**src/rtl/cfg_loader_pkg.sv**
```systemverilog
package cfg_loader_pkg;
    localparam int unsigned CTRL_W = 2;

    typedef enum logic [CTRL_W-1:0] {
        SEL_REF  = 2'b00,
        SEL_NDIV = 2'b01,
        SEL_FUNC = 2'b10,
        SEL_INIT = 2'b11
    } sel_e;

    typedef enum logic [1:0] {
        ST_SHIFT  = 2'd0,
        ST_COMMIT = 2'd1,
        ST_HOLD   = 2'd2
    } ld_state_e;
endpackage

```
**src/rtl/cfg_pin_sync.sv**
```systemverilog
module cfg_pin_sync #(
    parameter int unsigned STAGES = 2
) (
    input  logic clk,
    input  logic rst_n,
    input  logic pin,
    output logic lvl,
    output logic rise
);
    // STAGES synchronizer flops plus one history flop for edge detection
    logic [STAGES:0] pipe;

    always_ff @(posedge clk or negedge rst_n) begin
        if (!rst_n) pipe <= '0;
        else        pipe <= {pipe[STAGES-1:0], pin};
    end

    assign lvl  = pipe[STAGES-1];
    assign rise = pipe[STAGES-1] & ~pipe[STAGES];
endmodule

```
**src/rtl/cfg_shift_fsm.sv**
```systemverilog
module cfg_shift_fsm
    import cfg_loader_pkg::*;
#(
    parameter int unsigned WORD_W = 24
) (
    input  logic              clk,
    input  logic              rst_n,
    input  logic              sclk_rise,
    input  logic              sdata,
    input  logic              le_lvl,
    input  logic              le_rise,
    output logic [WORD_W-1:0] word,
    output logic              commit
);
    ld_state_e         state, state_nx;
    logic [WORD_W-1:0] shreg;

    // state register
    always_ff @(posedge clk or negedge rst_n) begin
        if (!rst_n) state <= ST_SHIFT;
        else        state <= state_nx;
    end

    always_comb begin
        state_nx = state;
        unique case (state)
            ST_SHIFT:  if (le_rise) state_nx = ST_COMMIT;
            ST_COMMIT: state_nx = le_lvl ? ST_HOLD : ST_SHIFT;
            ST_HOLD:   if (!le_lvl) state_nx = ST_SHIFT;
            default:   state_nx = ST_SHIFT;
        endcase
    end

    // outputs: the shift register moves only in ST_SHIFT, and a strobe rise takes priority over a clock edge
    always_ff @(posedge clk or negedge rst_n) begin
        if (!rst_n)
            shreg <= '0;
        else if (state == ST_SHIFT && !le_rise && sclk_rise)
            shreg <= {shreg[WORD_W-2:0], sdata};
    end

    assign word   = shreg;
    assign commit = (state == ST_COMMIT);

    p_hold_stable_r8: assert property (@(posedge clk) disable iff (!rst_n)
        (state == ST_HOLD) |-> $stable(shreg));
    p_commit_entry_r10: assert property (@(posedge clk) disable iff (!rst_n)
        (state == ST_COMMIT) |-> ($past(state) == ST_SHIFT));
endmodule

```
**src/rtl/cfg_latch_bank.sv**
```systemverilog
module cfg_latch_bank
    import cfg_loader_pkg::*;
#(
    parameter int unsigned WORD_W = 24,
    localparam int unsigned PAY_W = WORD_W - CTRL_W,
    localparam int unsigned N_LAT = 3
) (
    input  logic              clk,
    input  logic              rst_n,
    input  logic              commit,
    input  logic [WORD_W-1:0] word,
    output logic [PAY_W-1:0]  ref_q,
    output logic [PAY_W-1:0]  ndiv_q,
    output logic [PAY_W-1:0]  func_q,
    output logic              upd_ref,
    output logic              upd_ndiv,
    output logic              upd_func,
    output logic              cnt_rst
);
    sel_e             sel;
    logic [N_LAT-1:0] wr;
    logic [N_LAT-1:0] upd;
    logic [PAY_W-1:0] lat [N_LAT];

    assign sel   = sel_e'(word[CTRL_W-1:0]);
    assign wr[0] = (sel == SEL_REF);
    assign wr[1] = (sel == SEL_NDIV);
    assign wr[2] = (sel == SEL_FUNC) || (sel == SEL_INIT);

    for (genvar g = 0; g < N_LAT; g++) begin : g_lat
        always_ff @(posedge clk or negedge rst_n) begin
            if (!rst_n)
                lat[g] <= '0;
            else if (commit && wr[g])
                lat[g] <= word[WORD_W-1:CTRL_W];
        end
    end

    always_ff @(posedge clk or negedge rst_n) begin
        if (!rst_n) begin
            upd     <= '0;
            cnt_rst <= 1'b0;
        end else begin
            upd     <= commit ? wr : '0;
            cnt_rst <= commit && (sel == SEL_INIT);
        end
    end

    assign ref_q    = lat[0];
    assign ndiv_q   = lat[1];
    assign func_q   = lat[2];
    assign upd_ref  = upd[0];
    assign upd_ndiv = upd[1];
    assign upd_func = upd[2];

    p_ref_guard_r3: assert property (@(posedge clk) disable iff (!rst_n)
        (ref_q != $past(ref_q)) |-> upd_ref);
    p_ndiv_guard_r4: assert property (@(posedge clk) disable iff (!rst_n)
        (ndiv_q != $past(ndiv_q)) |-> upd_ndiv);
    p_init_pair_r6: assert property (@(posedge clk) disable iff (!rst_n)
        cnt_rst |-> upd_func);
    p_one_dest_r7: assert property (@(posedge clk) disable iff (!rst_n)
        $onehot0({upd_ref, upd_ndiv, upd_func}));
    p_strobe_width_r7: assert property (@(posedge clk) disable iff (!rst_n)
        upd_func |=> !upd_func);
endmodule

```
**src/rtl/serial_cfg_loader.sv**
```systemverilog
module serial_cfg_loader
    import cfg_loader_pkg::*;
#(
    parameter int unsigned WORD_W      = 24,
    parameter int unsigned SYNC_STAGES = 2,
    localparam int unsigned PAY_W      = WORD_W - CTRL_W
) (
    input  logic             clk,
    input  logic             rst_n,
    input  logic             ser_clk,
    input  logic             ser_data,
    input  logic             ser_le,
    output logic [PAY_W-1:0] ref_word,
    output logic [PAY_W-1:0] ndiv_word,
    output logic [PAY_W-1:0] func_word,
    output logic             ref_upd,
    output logic             ndiv_upd,
    output logic             func_upd,
    output logic             cnt_rst
);
    localparam int unsigned N_PIN = 3;

    logic [N_PIN-1:0] pins, lvls, rises;
    logic [WORD_W-1:0] word;
    logic              commit;

    assign pins = {ser_le, ser_data, ser_clk};

    for (genvar p = 0; p < N_PIN; p++) begin : g_sync
        cfg_pin_sync #(.STAGES(SYNC_STAGES)) u_sync (
            .clk  (clk),
            .rst_n(rst_n),
            .pin  (pins[p]),
            .lvl  (lvls[p]),
            .rise (rises[p])
        );
    end

    cfg_shift_fsm #(.WORD_W(WORD_W)) u_fsm (
        .clk      (clk),
        .rst_n    (rst_n),
        .sclk_rise(rises[0]),
        .sdata    (lvls[1]),
        .le_lvl   (lvls[2]),
        .le_rise  (rises[2]),
        .word     (word),
        .commit   (commit)
    );

    cfg_latch_bank #(.WORD_W(WORD_W)) u_bank (
        .clk     (clk),
        .rst_n   (rst_n),
        .commit  (commit),
        .word    (word),
        .ref_q   (ref_word),
        .ndiv_q  (ndiv_word),
        .func_q  (func_word),
        .upd_ref (ref_upd),
        .upd_ndiv(ndiv_upd),
        .upd_func(func_upd),
        .cnt_rst (cnt_rst)
    );
endmodule

```
**config.mk**
```make
export PLATFORM = sky130hd
export DESIGN_NAME = serial_cfg_loader
export DESIGN_NICKNAME = d
export VERILOG_FILES = /design/src/rtl/cfg_loader_pkg.sv /design/src/rtl/cfg_pin_sync.sv /design/src/rtl/cfg_shift_fsm.sv /design/src/rtl/cfg_latch_bank.sv /design/src/rtl/serial_cfg_loader.sv
export SDC_FILE = /design/constraint.sdc
export NUM_CORES = 1
export LEC_CHECK = 0
export CAP_MARGIN = 15
export CORE_ASPECT_RATIO = 0.7
export CORE_UTILIZATION = 35
export CTS_BUF_LIST = sky130_fd_sc_hd__clkbuf_8
export DETAILED_ROUTE_END_ITERATION = 12
export DONT_BUFFER_PORTS = 1
export GPL_TIMING_DRIVEN = 0
export SETUP_SLACK_MARGIN = 0.5
export SLEW_MARGIN = 0
export SYNTH_ARGS = -nofsm -noshare
export SYNTH_HDL_FRONTEND = slang
export SYNTH_SLANG_ARGS = --single-unit
```
**constraint.sdc**
```tcl
create_clock -name clk -period 1.5 [get_ports clk]
set_input_delay 0.15 -clock clk [delete_from_list [all_inputs] [get_ports clk]]
set_output_delay 0.15 -clock clk [all_outputs]
set_load 0.05 [all_outputs]
```
==> flow_summary.ini <==
[layout]
fillers = 897
area_delta_synth_final_pct = 29.97
stdcell_count = 411
drive_gt1_share_pct = 80.99
nets = 263
postLayoutCoreUtil_pct = 47.70
diodes = 0

[worst_setup_path]
critical-path-max-stage-delay_ns = 0.38
cp-start-kind = register
rr_startpoint = u_fsm.state[1]
crit_path_top_delay_cell = dfrtp_1
worstPathMaxFanout = 6
worstSetupEndpointType = register
path_class = register to register
cp_cell_sequence = buf_6 > buf_6 > nand3b_4 > buf_12 > buf_16 > mux2_4
critPathLaunch = u_fsm.state[1]
arrival_ns = 1.81
crit_top_cell = buf_6
required_ns = 1.76

[grt]
grt_pass1_wl_mm = 12.32
grt_pass1_vias = 2087
grt_max_degree = 105
antenna_found_initial = 0
overflow = 0
grtUsageTotal_pct = 14.78

[yosys]
synth_area_per_cell_um2 = 17.94
async_reset_ff_share_pct = 100.0
synthTopCellsByCount = 104 x dfrtp_1, 83 x mux2_2, 7 x buf_6, 7 x mux2_4, 3 x nor4b_4
synth-simple-area-share_pct = 2.854
synth_compound_area_share_pct = 0
synth_top_area_share_pct = 67.47
syn_inst = 215
ys_ff_latch = 104
synth_xor_area_share_pct = 0.2271
synth.area.top_cells = dfrtp_1 67%, mux2_2 24%, mux2_4 2.7%
yosysMostFrequentCell = dfrtp_1
yosysSeqAreaShare_pct = 67.47
syn_area_mm2 = 0.003857
muxShareOfSynthArea_pct = 26.95
synth_cell_types = 14
synthesis.nets = 220
synthAdderAreaFrac_pct = 0
yosys.area.top_type = dfrtp_1
synth_ff_type = dfrtp_1
synth-edff-count = 0
synth_top_family_by_area = multiplexers
yosys_warnings = 0

[pwr]
p_sw_mw = 2.422
p_leak_nw = 2.366
power_mw = 7.025
combPwrFrac_pct = 14.4
switching_share_pct = 34.47
pwr-share-seq_pct = 62.5
vdd_drop_max_uv = 900.9
power_density_mw_per_mm2 = 1401
internal_power_mw = 4.603
clock_power_share_pct = 23.1

[timing]
slew_violations = 0
period_needed_ns = 1.548
rsz0062_at_grt = true
relSlewSlack_pct = 66.71
fin_hold_ws_ns = -0.5413
setup_viol = 49
tightest_slew_ns = 0.4994
hold_viol = 104
setup_ws_ns = -0.04783
fin_skew_ns = 0.008852
tns_ns = -1.045
max_freq_mhz = 646.1
min_period_over_period_pct = 103.2

[floorplanning]
die_h_um = 89.84
die_area_mm2 = 0.01145
num_rows = 31
ioPinCount = 75
initial_core_util_pct = 36.70
core_mm2 = 0.01051
die_x_um = 127.5

[place]
io_buffers = 0
place_inst = 363
place_congestion = 0.6701
dp_hpwl_mm = 4.314

[route]
top_layer_used = met4
wl_mm = 7.931
drc = 0
drt_iter0_markers = 65
wl_met3_um = 428
wl_met2_mm = 3.601
num_vias = 1925
wl_met1_mm = 3.844
drtPass1Iterations = 4
wire_per_inst_um = 19.30
antenna_left = 0
viasPerCell = 4.684

[clock_network]
cts_root_buffer = clkbuf_8
htreeDepth = 3
cts.sinks = 104
cts_hold_buf = 3
clock_tree.buffer_depth = 2
numCtsBuffers = 9
worstSkewPairLatency_ns = 0.37
path_clk_slew_ns = 0.10
cts_tree = done

[min_path]
hold_path.class = input pin to async pin

[job]
maxCapViolCount = 0

[run_status]
status = complete, but fails checks
violations = negative hold slack, negative setup slack
[worst paths after layout]
| kind | endpoint | slack (ns) | cells past startpoint |
|---|---|---|---|
| worst max-delay path | u_bank.func_q[6] | -0.05 | 6 |
| worst min-delay path | u_bank.ndiv_q[2] | -0.54 | 0 |
| worst max register to register | u_bank.func_q[6] | -0.05 | 6 |
| worst min register to register | g_sync[2].u_sync.pipe[1] | 0.35 | 0 |
| max in group asynchronous | u_bank.ref_q[13] | 1.90 | 0 |
| min in group clk | g_sync[0].u_sync.pipe[0] | 0.33 | 1 |
[critical path, delay by kind of cell (launching register included)]
kind | cells | cell delay [ns]
buffers and inverters | 4 | 0.55
DFF | 1 | 0.38
muxes | 1 | 0.28
and+or+nand+nor | 1 | 0.23
[metal layers]
metal  vias to the layer above  GRT usage [%]
met4                         0          3.571
met5                         -              0
met2                        45          22.18
li1                        839              -
met1                      1035          19.58
met3                         6          6.429
[power by group through the flow]
stage / sequential, mW / combinational (mW) / clock (mW)
after CTS: 4.38 / 0.904 / 1.69
after floorplan: 4.26 / 0.579 / 0
after global routing: 4.45 / 1.08 / 1.81
final: 4.39 / 1.01 / 1.62
after global placement: 4.37 / 0.639 / 0
after detailed placement: 4.38 / 0.660 / 0
[area by class of cell]
cell class                 count  area, um2  share of cell area, %
tap                          148      185.2                  3.694
clock inverter                 5      33.78                 0.6738
buffer                         9      151.4                  3.020
sequential                   104       2680                  53.46
clock buffer                  11      151.4                  3.020
inverter                       2      7.507                 0.1497
multi-input combinational    100       1373                  27.38
timing repair buffer          32      431.7                  8.610
[logic make-up (layout without fill, tap and decap cells)]
logic type,after synthesis,in the layout
DFF,104,104
muxes,90,90
buffers and inverters,11,59
and+or+nand+nor,9,9
xor gates and xnor gates,1,1
[registers in the layout (all words and copies together), names as in the netlist]
register,count
g_sync.u_sync.pipe,8
u_bank.cnt_rst,1
u_bank.func_q,22
u_bank.ndiv_q,22
u_bank.ref_q,22
u_bank.upd,3
u_fsm.state,2
u_fsm.word,24
[per-stage QoR]
step                hold slack [ns]  setup slack [ns]  area (um2)
finish                      -0.5413          -0.04783        5014
global route                -0.5819          -0.09689        5014
CTS                         -0.5634          -0.04742        4848
detailed placement          -0.1435           -0.2105        4129
global placement            -0.1429           -0.2210        4129
floorplan                   -0.1456         -0.007612        3944
[cell usage in the layout, fill, tap and decap left out, types with 2 or more instances in the layout]
cell	n
mux2_4	57
clkinv_4	3
dfrtp_1	42
clkbuf_16	2
clkbuf_8	11
dlygate4sd3_1	3
nor4b_4	3
buf_8	7
buf_4	8
inv_1	2
buf_12	6
mux2_2	33
buf_16	3
inv_2	2
buf_6	12
dfrtp_2	62
[timing repair]
item                                   in CTS  in global routing
cloned                                      5                  2
gates resized for setup                   108                 23
setup endpoints to repair                 164                166
pin swaps                                   3                  3
endpoints found under the hold margin     107                104
buffers inserted                           18                  4
No activity file was read; power rests on OpenSTA's default activity.
